===== src/rtl/act_pkg.sv =====
package act_pkg;
  typedef enum logic [2:0] {
    ST_RUN    = 3'd0,
    ST_HALT   = 3'd1,
    ST_PARK   = 3'd2,
    ST_MON    = 3'd3,
    ST_MON_IF = 3'd4
  } act_state_e;

  localparam int MASK_W = 3;

  // Both monitor-wait states sit at or above ST_MON.
  function automatic logic is_monitor(act_state_e s);
    return s >= ST_MON;
  endfunction

  function automatic logic is_sleeping(act_state_e s);
    return (s == ST_HALT) || is_monitor(s);
  endfunction
endpackage


===== src/rtl/act_wake_eval.sv =====
module act_wake_eval
  import act_pkg::*;
(
  input  act_state_e state,
  input  logic       intr_pend,
  input  logic       lapic_pend,
  input  logic       nmi_pend,
  input  logic       smi_pend,
  input  logic       init_pend,
  input  logic       if_flag,
  output logic       wake_maskable,
  output logic       wake_system,
  output logic       wake
);
  logic irq_any;
  logic irq_gate;

  always_comb begin
    irq_any       = intr_pend | lapic_pend;
    irq_gate      = if_flag | (state == ST_MON_IF);
    wake_maskable = is_sleeping(state) & irq_any & irq_gate;
    wake_system   = is_sleeping(state) & (nmi_pend | smi_pend | init_pend);
    wake          = wake_maskable | wake_system;
  end
endmodule


===== src/rtl/act_fsm.sv =====
module act_fsm
  import act_pkg::*;
(
  input  logic              clk,
  input  logic              rst_n,
  input  logic              halt_req,
  input  logic              mwait_req,
  input  logic              mwait_ign_if,
  input  logic              park_req,
  input  logic              wake,
  input  logic              sipi_valid,
  output act_state_e        state,
  output logic              wake_q,
  output logic              mon_rst_q,
  output logic              sipi_take,
  output logic [MASK_W-1:0] mask_q
);
  assign sipi_take = (state == ST_PARK) & sipi_valid;

  always_ff @(posedge clk or negedge rst_n) begin
    if (!rst_n) begin
      state     <= ST_RUN;
      wake_q    <= 1'b0;
      mon_rst_q <= 1'b0;
      mask_q    <= '0;
    end else begin
      wake_q    <= 1'b0;
      mon_rst_q <= 1'b0;
      case (state)
        ST_RUN: begin
          if (park_req) begin
            state  <= ST_PARK;
            mask_q <= '1;
          end else if (halt_req) begin
            state <= ST_HALT;
          end else if (mwait_req) begin
            state <= mwait_ign_if ? ST_MON_IF : ST_MON;
          end
        end
        ST_PARK: begin
          if (sipi_valid) begin
            state  <= ST_RUN;
            mask_q <= '0;
          end
        end
        default: begin
          if (wake) begin
            state     <= ST_RUN;
            wake_q    <= 1'b1;
            mon_rst_q <= is_monitor(state);
          end
        end
      endcase
    end
  end

  // a parked core stays parked until a startup message
  a_r9_park_holds: assert property (@(posedge clk) disable iff (!rst_n)
    (state == ST_PARK && !sipi_valid) |=> (state == ST_PARK));
  // sleeping states ignore new requests when no wake is due
  a_r3_sleep_holds: assert property (@(posedge clk) disable iff (!rst_n)
    (is_sleeping(state) && !wake) |=> $stable(state));
  // wake pulse lasts one cycle and lands in ACTIVE
  a_r7_wake_pulse: assert property (@(posedge clk) disable iff (!rst_n)
    wake_q |-> (state == ST_RUN) ##1 !wake_q);
  // monitor reset only accompanies a wake from a monitor state
  a_r8_mr_source: assert property (@(posedge clk) disable iff (!rst_n)
    mon_rst_q |-> (wake_q && is_monitor($past(state))));
endmodule


===== src/rtl/act_start_load.sv =====
module act_start_load #(
  parameter int          VEC_W    = 8,
  parameter int          CS_W     = 32,
  parameter int          IP_W     = 32,
  parameter int          SHIFT    = 8,
  parameter logic [31:0] RESET_CS = 32'hFFFF_0000,
  parameter logic [31:0] RESET_IP = 32'h0000_FFF0
) (
  input  logic             clk,
  input  logic             rst_n,
  input  logic             sipi_take,
  input  logic [VEC_W-1:0] vector,
  output logic [CS_W-1:0]  cs_base,
  output logic [IP_W-1:0]  ip,
  output logic             start_q
);
  function automatic logic [CS_W-1:0] vec_to_base(logic [VEC_W-1:0] v);
    return CS_W'(v) << SHIFT;
  endfunction

  always_ff @(posedge clk or negedge rst_n) begin
    if (!rst_n) begin
      cs_base <= RESET_CS[CS_W-1:0];
      ip      <= RESET_IP[IP_W-1:0];
      start_q <= 1'b0;
    end else begin
      start_q <= sipi_take;
      if (sipi_take) begin
        cs_base <= vec_to_base(vector);
        ip      <= '0;
      end
    end
  end

  // a taken startup message leaves the pointer at zero
  a_r10_ip_zero: assert property (@(posedge clk) disable iff (!rst_n)
    start_q |-> (ip == '0));
  // without a taken message the base does not move
  a_r11_base_stable: assert property (@(posedge clk) disable iff (!rst_n)
    !sipi_take |=> $stable(cs_base));
endmodule


===== src/rtl/cpu_activity_ctrl.sv =====
module cpu_activity_ctrl
  import act_pkg::*;
#(
  parameter int          VEC_W    = 8,
  parameter int          CS_W     = 32,
  parameter int          IP_W     = 32,
  parameter logic [31:0] RESET_CS = 32'hFFFF_0000,
  parameter logic [31:0] RESET_IP = 32'h0000_FFF0
) (
  input  logic             clk,
  input  logic             rst_n,
  input  logic             halt_req,
  input  logic             mwait_req,
  input  logic             mwait_ign_if,
  input  logic             park_req,
  input  logic             intr_pend,
  input  logic             lapic_pend,
  input  logic             nmi_pend,
  input  logic             smi_pend,
  input  logic             init_pend,
  input  logic             if_flag,
  input  logic             sipi_valid,
  input  logic [VEC_W-1:0] sipi_vector,
  output logic [2:0]       state_o,
  output logic             wake_o,
  output logic             mon_reset_o,
  output logic             start_load_o,
  output logic [CS_W-1:0]  cs_base_o,
  output logic [IP_W-1:0]  ip_o,
  output logic [2:0]       evt_mask_o
);
  act_state_e        state;
  logic              wake;
  logic              wake_maskable;
  logic              wake_system;
  logic              sipi_take;
  logic [MASK_W-1:0] mask_q;

  act_wake_eval u_eval (
    .state        (state),
    .intr_pend    (intr_pend),
    .lapic_pend   (lapic_pend),
    .nmi_pend     (nmi_pend),
    .smi_pend     (smi_pend),
    .init_pend    (init_pend),
    .if_flag      (if_flag),
    .wake_maskable(wake_maskable),
    .wake_system  (wake_system),
    .wake         (wake)
  );

  act_fsm u_fsm (
    .clk         (clk),
    .rst_n       (rst_n),
    .halt_req    (halt_req),
    .mwait_req   (mwait_req),
    .mwait_ign_if(mwait_ign_if),
    .park_req    (park_req),
    .wake        (wake),
    .sipi_valid  (sipi_valid),
    .state       (state),
    .wake_q      (wake_o),
    .mon_rst_q   (mon_reset_o),
    .sipi_take   (sipi_take),
    .mask_q      (mask_q)
  );

  act_start_load #(
    .VEC_W   (VEC_W),
    .CS_W    (CS_W),
    .IP_W    (IP_W),
    .RESET_CS(RESET_CS),
    .RESET_IP(RESET_IP)
  ) u_load (
    .clk      (clk),
    .rst_n    (rst_n),
    .sipi_take(sipi_take),
    .vector   (sipi_vector),
    .cs_base  (cs_base_o),
    .ip       (ip_o),
    .start_q  (start_load_o)
  );

  assign state_o    = state;
  assign evt_mask_o = mask_q;

  // system events wake any sleeping state
  a_r6_system_wakes: assert property (@(posedge clk) disable iff (!rst_n)
    (is_sleeping(state) && (nmi_pend || smi_pend || init_pend)) |=> wake_o);
  // HLT and MWAIT stay asleep on interrupts while IF is clear
  a_r4_if_gates: assert property (@(posedge clk) disable iff (!rst_n)
    ((state == ST_HALT || state == ST_MON) && !if_flag &&
     !(nmi_pend || smi_pend || init_pend)) |=> !wake_o);
  // the IF-ignoring monitor variant wakes on an interrupt
  a_r5_mon_if_wakes: assert property (@(posedge clk) disable iff (!rst_n)
    (state == ST_MON_IF && (intr_pend || lapic_pend)) |=> wake_o);
  // a startup load never coincides with a wake pulse
  a_r10_no_wake_on_load: assert property (@(posedge clk) disable iff (!rst_n)
    start_load_o |-> !wake_o);
endmodule


===== config.mk =====
export PLATFORM = sky130hd
export DESIGN_NAME = cpu_activity_ctrl
export DESIGN_NICKNAME = d
export VERILOG_FILES = /design/src/rtl/act_pkg.sv /design/src/rtl/act_wake_eval.sv /design/src/rtl/act_fsm.sv /design/src/rtl/act_start_load.sv /design/src/rtl/cpu_activity_ctrl.sv
export SDC_FILE = /design/constraint.sdc
export NUM_CORES = 1
export LEC_CHECK = 0
export BUFFER_PORTS_ARGS = -buffer_cell sky130_fd_sc_hd__clkbuf_2
export CELL_PAD_IN_SITES_DETAIL_PLACEMENT = 1
export CELL_PAD_IN_SITES_GLOBAL_PLACEMENT = 1
export CORE_ASPECT_RATIO = 0.6
export CORE_MARGIN = 3
export CORE_UTILIZATION = 28
export DETAILED_ROUTE_END_ITERATION = 8
export PLACE_DENSITY = 0.9
export SYNTH_ARGS = -nofsm -noshare
export SYNTH_HDL_FRONTEND = slang
export SYNTH_SLANG_ARGS = --single-unit

===== constraint.sdc =====
create_clock -name clk -period 3.24 [get_ports clk]
set_clock_uncertainty 0.05 [all_clocks]
set_input_delay 0.486 -clock clk [delete_from_list [all_inputs] [get_ports clk]]
set_output_delay 0.486 -clock clk [all_outputs]
set_load 0.02 [all_outputs]

**Word-level counts from Yosys, hierarchy flattened**

Cells that the tools add are included.

- Bits in registers: 45
- Input port bits: 21

- Bitwise gates (word level): 9
- Equal/unequal tests: 6
- Order comparisons: 1
- Reduce and logical (&&, ||, !) cells: 7
- Muxes and demuxes: 13

Operator list:

| operator | count |
|---|---|
| two-way mux 3 bit | 7 |
| case mux 3 bit (2 select lines) | 2 |
| AND reduction 3 bit | 2 |
| OR 1 bit | 5 |
| AND 1 bit | 4 |
| two-way mux 1 bit | 4 |
| inequality test 2 bit (second input constant) | 2 |
| inequality test 4 bit (second input constant) | 1 |
| == test 3 x 1 -> 1 bit (second input constant) | 1 |
| == test 3 x 2 -> 1 bit (second input constant) | 1 |
| == test 3 bit (second input constant) | 1 |
| >= comparator 3 x 2 -> 1 bit (second input constant) | 1 |
| logical NOT 3 bit | 1 |
| nonzero test 3 bit | 1 |
| nonzero test 2 bit | 1 |
| OR reduction 2 bit | 1 |
| logical OR 1 bit | 1 |

**Logic depth before layout (Yosys ltp)**

Gate-level depths: netlist of run 1.

- Word-level depth: 7
- Depth in mapped cells: 4
- Gate-level depth less buffers: 3

**Modules after synthesis**

From an unflattened synthesis of run 1, not the netlist that was laid out.

- Cell total of the unflattened synthesis: 112
- Area, all modules: 1162.4 um2

By module, submodules not included:

| module | cells an instance | instances | area an instance (um2) |
|---|---|---|---|
| act_start_load | 76 | 1 | 808.3 |
| act_fsm | 31 | 1 | 314.1 |
| act_wake_eval | 5 | 1 | 40.0 |

**Least setup slack after synthesis of run 1**

Ideal clock, no wire load.

- Path type: register -> output
- From: reg u_load.ip[14] (netlist name)
- To: out cs_base_o[17]
- Required time: 2.704 ns
- Stages on the path, launching flop included: 2
- Path slack: 1.690 ns
- Arrival time: 1.014 ns
- Cell sequence: dfstp_2 -> buf_4

RTL lines:

| item | RTL line | text |
|---|---|---|
| end: declaration | cpu_activity_ctrl.sv:28 | `output logic [CS_W-1:0] cs_base_o,` |

==> results.cfg, run 1 <==
[sta]
report.final.slew_viol_count = 0
finalCriticalPeriod_ns = 1.82
fin_crit_sh_pct = 56.3
rsz0062_at_grt = no
finalHoldViolCount = 0
tns_ns = 0
hold-worst-slack_ns = 0.107
setup_ws_ns = 1.42
max_freq_mhz = 549
finalSetupViolations = 0

[logic_synthesis]
syn_inst = 107
ys_seq_elements = 16
ys_warn_count = 0
yosysSeqAreaShare_pct = 36.0
yosys-top-cells-area = buf_4 38%, dfrtp_1 34%, mux2_4 9.4%, dfstp_2 2.4%, a32o_1 1.8%
avgSynthCellArea_um2 = 10.4
netlist_area_um2 = 1110
synth_top_area_share_pct = 38.4
synth_cell_types = 23
yosys.area.top_type = buf_4

[clock_network]
cts.repair.resized = 0
clk_latency_ns = 0.24
cts-root-buf = clkbuf_8
post_cts_buffers = 0
clockBufferDepth = 2
cts_tree = done
clk_pin_slew_ns = 0.06
cts_made_buffers = 3
clock-sinks = 16
cts_max_level = 1
cts_hold_buf = 0

[power_and_ir_drop]
powerDensity_nw_per_um2 = 760
ir_drop_v = 0.000317
p_total_uw = 924
leakage_nw = 0.713

[worst_setup_path]
crit_path_start = u_load.ip[14]$_DFFE_PN1P_
crit_fanout = 29
endpoint_kind = output port
crit_path_max_incr_delay_ns = 0.79
crit_required_ns = 2.70
r2r-start = u_fsm.state[0]$_DFFE_PN0P_
cp-start-kind = flop
cp_slowest_cell = dfstp_2
crit_family = flip-flops
path_cells = clkbuf_2
worst-path-buf-inv = 1
cp_data_arrival_time_ns = 1.29
worstSetupPathType = flop to output port

[final_layout]
nets = 167
final.fill_count = 476
final_cells = 192
drive_gt1_share_pct = 55.9
syn2layout_area_growth_pct = 9.09
final_cell_mix = 65 x clkbuf_2, 28 x conb_1, 15 x dfrtp_1
n_antenna_cell = 0
multi_input_area_um2 = 372
mostFrequentLayoutCell = clkbuf_2
seq_area_um2 = 402

[grt]
grt_pass1_vias = 663
grt_usage_pct = 8.93
grt_overflow_total = 0
grt_max_degree = 30
grt_pass1_wl_mm = 3.18
antenna_found_initial = 0

[floorplanning]
die_y_um = 54.9
core_um2 = 3740
io-pin-count = 94
die_x_um = 87.5
row_count = 17
die_area_um2 = 4800
initial_core_util_pct = 29.8

[detailed_routing]
wl_per_cell_um = 11.9
drc_errors = 0
avgViaCountPerCell = 3.75
drt_pre_antenna_iters = 3
finalWirelength_mm = 2.28
detail-route-antenna-nets = 0
drt_iter0_markers = 9
num_vias = 720

[run]
drv_cap = 0

[placed_design]
gp_congestion = 0.718
placedCellCount = 188
io_buffer_count = 65
hpwl_mm = 1.87
post-place-ws_ns = 1.67

[min_path]
worstHoldPathType = input pin to async pin

[run_status]
outcome = completed
-- layer usage --
| metal | up-vias | wire length, µm | share of wire, % | track usage [%] |
|---|---|---|---|---|
| met5 | - | 0 | 0 | 0 |
| met4 | 0 | 4 | 0.18 | 0.765 |
| met3 | 2 | 188 | 8.3 | 4.06 |
| met2 | 34 | 1150 | 51 | 16.0 |
| met1 | 343 | 931 | 41 | 10.4 |
| li1 | 341 | - | - | - |
-- flip-flops by register name, summed over array words and instances, names as in the netlist --
register / cells
u_load.cs_base: 8
u_fsm.state: 3
u_fsm.mask_q: 1
u_fsm.mon_rst_q: 1
u_fsm.wake_q: 1
u_load.ip: 1
u_load.start_q: 1
-- cell usage after synthesis (all sizes together) --
master,n
and3,1
o21ai,1
buf,58
o21ba,1
nor3,2
nand2,2
conb,1
dfrtp,15
a32o,2
o21a,1
a31oi,1
a211oi,1
a21oi,2
dfstp,1
nor4b,1
o2bb2ai,1
inv,1
nor2,6
and2b,1
mux2,8
-- power by group --
part	total [mW]	leakage, nW	switching (mW)	internal [mW]
registers	0.339	0.194	0.0621	0.277
clock network	0.174	0.0288	0.0668	0.108
logic	0.411	0.490	0.239	0.171
-- final timing paths --
path | slack [ns] | cells after the start | end
min in group clk | 0.42 | 2 | u_load.cs_base[15]$_DFFE_PN0P_
min reg2reg | 0.46 | 1 | u_load.cs_base[9]$_DFFE_PN0P_
max | 1.42 | 1 | cs_base_o[19]
min | 0.11 | 1 | u_fsm.mon_rst_q$_DFF_PN0_
max reg2reg | 1.72 | 3 | u_load.cs_base[10]$_DFFE_PN0P_
max in group asynchronous | 2.71 | 1 | u_load.ip[14]$_DFFE_PN1P_
-- metrics by stage --
stage               cell area (µm²)  utilization (%)
floorplan                      1220                -
global placement               1160             31.0
detailed placement             1160             31.0
CTS                            1220             32.5
global route                   1220             32.5
finish                         1220             32.5
-- layout make-up --
| cell class | count | share of cell area, % |
|---|---|---|
| flip-flops and latches | 16 | 33.0 |
| multi-input cells | 59 | 30.6 |
| repair buffers | 65 | 26.7 |
| well taps | 47 | 4.84 |
| clock buffers | 4 | 4.53 |
| inverters | 1 | 0.309 |
-- cells by family after synthesis --
family | count (synthesis) | share of synthesized area (%)
other cells | 1 | 0.336
simple gates | 13 | 6.73
compound gates | 10 | 6.73
buf+inv | 59 | 39.7
mux | 8 | 10.4
flops | 16 | 36.0
Power figures use the tool's default switching activity.
==> run 2: changes to the inputs <==
--- a/config.mk
+++ b/config.mk
@@ -10,9 +10,9 @@
 export CELL_PAD_IN_SITES_GLOBAL_PLACEMENT = 1
 export CORE_ASPECT_RATIO = 0.6
 export CORE_MARGIN = 3
-export CORE_UTILIZATION = 28
+export CORE_UTILIZATION = 24
 export DETAILED_ROUTE_END_ITERATION = 8
-export PLACE_DENSITY = 0.9
+export PLACE_DENSITY = 0.83
 export SYNTH_ARGS = -nofsm -noshare
 export SYNTH_HDL_FRONTEND = slang
 export SYNTH_SLANG_ARGS = --single-unit
==> constraint.sdc (replaced) <==
create_clock -name clk -period 1.61 [get_ports clk]
set_clock_uncertainty 0.05 [all_clocks]
set_input_delay 0.2415 -clock clk [delete_from_list [all_inputs] [get_ports clk]]
set_output_delay 0.2415 -clock clk [all_outputs]
set_load 0.02 [all_outputs]
==> run 2 against run 1 <==
Compared with the run above: sequential power is 100% higher; total power up 110%; register-to-register slack worse by 1.6 ns; critical path depth stayed put; utilization fell by 3.2 points; critical path type unchanged; clock power is 110% higher; die area up 15%; clock-buffer cell count stayed put; final area grew 3.1%; combinational power is 110% higher; flip-flop and latch count stayed put; non-clock buffer count rose by 2; highest routed layer unchanged.
==> results.cfg, run 2 (synthesized netlist as in run 1, its figures left out) <==
[power_and_ir_drop]
pwr-share-clk_pct = 19.3
p_switching_uw = 770
ir_drop_v = 0.000550
leakage_nw = 0.723
powerDensity_nw_per_um2 = 1510
comb_power_share_pct = 44.7
p_int_mw = 1.13
pwr-share-seq_pct = 36.0
p_total_mw = 1.90
netSwitchingFraction_pct = 40.6

[final_layout]
nets = 169
max_flop_register = u_load.cs_base
n_antenna_cell = 0
final_core_util_pct = 29.3
final_cell_mix = 65 x clkbuf_2, 28 x conb_1, 15 x dfrtp_1
largest_reg_flops = 8
reg.largest.list = u_load.cs_base: 8 flops, u_fsm.state: 3 flops
syn2layout_area_growth_pct = 12.5
mostFrequentLayoutCell = clkbuf_2
drive_gt1_share_pct = 55.8
final_cells = 207
design_area_um2 = 1250

[sta]
fin_crit_sh_pct = 94.1
rsz0062_at_grt = no
finalHoldViolCount = 0
finalCriticalPeriod_ns = 1.51
tns_ns = 0
report.final.slew_viol_count = 0
setup_ws_ns = 0.0953
hold-worst-slack_ns = 0.172
max_freq_mhz = 660
finalSetupViolations = 0

[worst_setup_path]
crit_path_max_incr_delay_ns = 0.75
cp_data_arrival_time_ns = 1.22
cp_slowest_cell = dfstp_4
path_cells = clkbuf_2
crit_required_ns = 1.32
crit_fanout = 29
cp-start-kind = flop
crit_family = flip-flops
worst-path-buf-inv = 1
worstSetupPathType = flop to output port
endpoint_kind = output port

[min_path]
worstHoldPathType = input pin to flop

[placed_design]
placed_area_um2 = 1180
gp_congestion = 0.746
post-place-ws_ns = 0.152
io_buffer_count = 65
hpwl_mm = 2.11
placedCellCount = 202

[clock_network]
cts_made_buffers = 3
clockBufferDepth = 2
cts_max_level = 1
clk_pin_slew_ns = 0.07
post_cts_buffers = 0
clock-sinks = 16
cts-root-buf = clkbuf_8
cts_tree = done
clk_latency_ns = 0.26

[floorplanning]
die_area_um2 = 5530
die_x_um = 94.0
row_count = 18
io-pin-count = 94
initial_core_util_pct = 26.1
die_y_um = 58.8
core_um2 = 4280

[detailed_routing]
finalWirelength_mm = 2.58
detail-route-antenna-nets = 0
drt_pre_antenna_iters = 3
num_vias = 755
drt_iter0_markers = 25
wl_per_cell_um = 12.5
drc_errors = 0
avgViaCountPerCell = 3.65

[grt]
grt_overflow_total = 0
grt_max_degree = 30
antenna_found_initial = 0
grt_pass1_wl_mm = 3.80
grt_pass1_vias = 713
grt_usage_pct = 9.31

[run]
drv_cap = 0

[run_status]
outcome = completed
==> run 2: power by group through the flow <==
stage / clock network [mW] / registers [mW] / logic [mW]
detailed placement: 0 / 0.690 / 0.862
floorplan: 0 / 0.860 / 0.480
global route: 0.399 / 0.709 / 0.907
finish: 0.366 / 0.684 / 0.849
global placement: 0 / 0.689 / 0.835
CTS: 0.378 / 0.688 / 0.866
==> run 2: layout make-up <==
type	count	area, µm²
flip-flops and latches	16	405
inverters	1	3.75
repair buffers	67	343
clock buffers	4	55.1
multi-input cells	59	372
well taps	60	75.1
fillers	523	3030
==> run 2: worst register-to-register path: stages, from the launching register on <==
cell and delay, ns:
dfrtp_1 0.45, nor2_4 0.14, buf_4 0.14, nor4b_1 0.39
a32o_1 0.23
==> run 2: repair_timing <==
item                                    CTS  global route
hold endpoints to repair                 15             0
hold buffers                              1             0
endpoints found under the setup margin   28             0
resized for setup                         1             0
==> run 2: final timing paths <==
path / cells after the start / start / end / slack, ns
worst max-delay path: 1 / u_load.ip[14]$_DFFE_PN1P_ / ip_o[6] / 0.1
worst min-delay path: 2 / sipi_vector[4] / u_load.cs_base[12]$_DFFE_PN0P_ / 0.17
worst max register to register: 4 / u_fsm.state[0]$_DFFE_PN0P_ / u_fsm.state[2]$_DFFE_PN0P_ / 0.15
worst min register to register: 1 / u_load.cs_base[10]$_DFFE_PN0P_ / u_load.cs_base[10]$_DFFE_PN0P_ / 0.46
max in group asynchronous: 2 / rst_n / u_load.ip[14]$_DFFE_PN1P_ / 0.79
min in group asynchronous: 2 / rst_n / u_fsm.mon_rst_q$_DFF_PN0_ / 0.39
==> run 2: layer usage <==
layer,part of all wire [%],routed length (µm),vias up,global-route usage (%)
li1,-,-,348,-
met1,39,1010,361,10.5
met2,50,1300,42,15.9
met3,9.6,247,4,3.70
met4,1.1,29,0,3.70
met5,0,0,-,0
==> run 3: changes to the inputs <==
--- a/config.mk
+++ b/config.mk
@@ -5,11 +5,12 @@
 export SDC_FILE = /design/constraint.sdc
 export NUM_CORES = 1
 export LEC_CHECK = 0
+export ABC_CLOCK_PERIOD_IN_PS = 1610
 export BUFFER_PORTS_ARGS = -buffer_cell sky130_fd_sc_hd__clkbuf_2
 export CELL_PAD_IN_SITES_DETAIL_PLACEMENT = 1
 export CELL_PAD_IN_SITES_GLOBAL_PLACEMENT = 1
 export CORE_ASPECT_RATIO = 0.6
-export CORE_MARGIN = 3
+export CORE_MARGIN = 1.5
 export CORE_UTILIZATION = 24
 export DETAILED_ROUTE_END_ITERATION = 8
 export PLACE_DENSITY = 0.83
==> run 3 against run 2 <==
Compared with the run above: flip-flop and latch count stayed put; final area is 0.60% lower; clock power is 5.7% lower; worst setup slack better by 0.0057 ns; total power is 2.4% lower; clock-buffer cell count stayed put; first-iteration DRC count is 52% lower; routed wire length is 17% lower; critical path depth stayed put; sequential share of layout area is 0.19 points higher; non-clock buffer count is 1 lower; critical path type unchanged.
==> results.cfg, run 3 (synthesized netlist as in run 1, its figures left out) <==
[run_status]
outcome = completed

[clock_network]
cts_tree = done
cts_max_level = 1
clk_latency_ns = 0.24
post_cts_buffers = 0
clockBufferDepth = 2
cts_made_buffers = 3
clock-sinks = 16
cts-root-buf = clkbuf_8
clk_pin_slew_ns = 0.06

[grt]
grt_overflow_total = 0
antenna_found_initial = 0
grt_pass1_vias = 681
grt_pass1_wl_mm = 3.44
grt_max_degree = 30
grt_usage_pct = 8.68

[sta]
report.final.slew_viol_count = 0
hold-worst-slack_ns = 0.173
finalSetupViolations = 0
max_freq_mhz = 663
finalCriticalPeriod_ns = 1.51
setup_ws_ns = 0.101
rsz0062_at_grt = no
fin_crit_sh_pct = 93.7
tns_ns = 0
finalHoldViolCount = 0

[run]
drv_cap = 0

[power_and_ir_drop]
powerDensity_nw_per_um2 = 1490
ir_drop_v = 0.000590
p_total_mw = 1.85
leakage_nw = 0.719

[placed_design]
io_buffer_count = 65
post-place-ws_ns = 0.120
hpwl_mm = 1.75
gp_congestion = 0.717

[floorplanning]
row_count = 18
die_y_um = 55.8
die_x_um = 91.0
die_area_um2 = 5080
core_um2 = 4280
initial_core_util_pct = 26.1
io-pin-count = 94

[worst_setup_path]
path_cells = clkbuf_2
r2r-start = u_fsm.state[0]$_DFFE_PN0P_
worst-path-buf-inv = 1
r2r_cells = 3
reg2reg_to = u_load.cs_base[10]$_DFFE_PN0P_
crit_family = flip-flops
worstSetupPathType = flop to output port
crit_required_ns = 1.32
cp_data_arrival_time_ns = 1.22
crit_path_max_incr_delay_ns = 0.75
cp_slowest_cell = dfstp_4
endpoint_kind = output port
crit_fanout = 29
cp-start-kind = flop
reg2reg_slack_ns = 0.13

[final_layout]
final_cell_mix = 65 x clkbuf_2, 28 x conb_1, 15 x dfrtp_1
seq_area_um2 = 405
mostFrequentLayoutCell = clkbuf_2
final.fill_count = 528
max_flop_register = u_load.cs_base
multi_input_area_um2 = 372
n_antenna_cell = 0
nets = 168
final_core_util_pct = 29.1
largest_reg_flops = 8
syn2layout_area_growth_pct = 11.8
drive_gt1_share_pct = 55.5
reg.largest.list = u_load.cs_base: 8 flops, u_fsm.state: 3 flops

[detailed_routing]
drc_errors = 0
num_vias = 720
drt_iter0_markers = 12
finalWirelength_mm = 2.15
drt_pre_antenna_iters = 3
wl_per_cell_um = 10.4
avgViaCountPerCell = 3.50
detail-route-antenna-nets = 0

[min_path]
hold_end = u_load.cs_base[12]$_DFFE_PN0P_
min-delay-start = sipi_vector[4]
worstHoldPathType = input pin to flop
holdPathStages = 2
-- run 3: cell types whose count changed in the layout (fill, tap and decap cells not counted), sizes merged --
cell / delta
buf: -1
-- run 3: repair_timing --
action | in CTS | in global routing
setup endpoints to repair | 28 | 0
resized for setup | 1 | 0
endpoints found under the hold margin | 15 | 0
hold buffers | 1 | 0
-- run 3: how the worst max path moves through the flow --
stage / startpoint / endpoint / slack [ns] / cells after the start
after floorplan: u_fsm.state[0]$_DFFE_PN0P_ / u_load.cs_base[11]$_DFFE_PN0P_ / 0.14 / 4
after global placement: u_fsm.state[0]$_DFFE_PN0P_ / u_load.cs_base[10]$_DFFE_PN0P_ / 0.16 / 3
after detailed placement: u_fsm.state[0]$_DFFE_PN0P_ / u_load.cs_base[10]$_DFFE_PN0P_ / 0.12 / 3
after CTS: u_load.ip[14]$_DFFE_PN1P_ / cs_base_o[26] / 0.07 / 1
after global routing: u_load.ip[14]$_DFFE_PN1P_ / cs_base_o[18] / 0.02 / 1
final: u_load.ip[14]$_DFFE_PN1P_ / cs_base_o[18] / 0.10 / 1
-- run 3: per-layer routing --
layer / wire [µm] / up-vias / global-route usage [%]
met4: 0 / 0 / 0.670
li1: - / 341 / -
met3: 210 / 0 / 4.92
met5: 0 / - / 0
met1: 909 / 341 / 10.5
met2: 1030 / 38 / 14.0
-- run 3: power by group --
group	switching, mW	internal, mW	leakage (nW)
Combinational	0.482	0.347	0.494
Sequential	0.122	0.557	0.195
Clock	0.128	0.217	0.0288
-- run 3: layout make-up --
class | count | share of cell area, %
clock buffers | 4 | 4.42
flip-flops and latches | 16 | 32.5
well taps | 60 | 6.02
multi-input cells | 59 | 29.8
repair buffers | 66 | 26.9
inverters | 1 | 0.301
-- run 3: metrics by stage --
| step | cell area (µm²) | instances |
|---|---|---|
| 2_1_floorplan | 1220 | 134 |
| 3_3_place_gp | 1180 | 201 |
| 3_5_place_dp | 1180 | 201 |
| 4_1_cts | 1250 | 206 |
| 5_1_grt | 1250 | 206 |
| 6_report | 1250 | 206 |
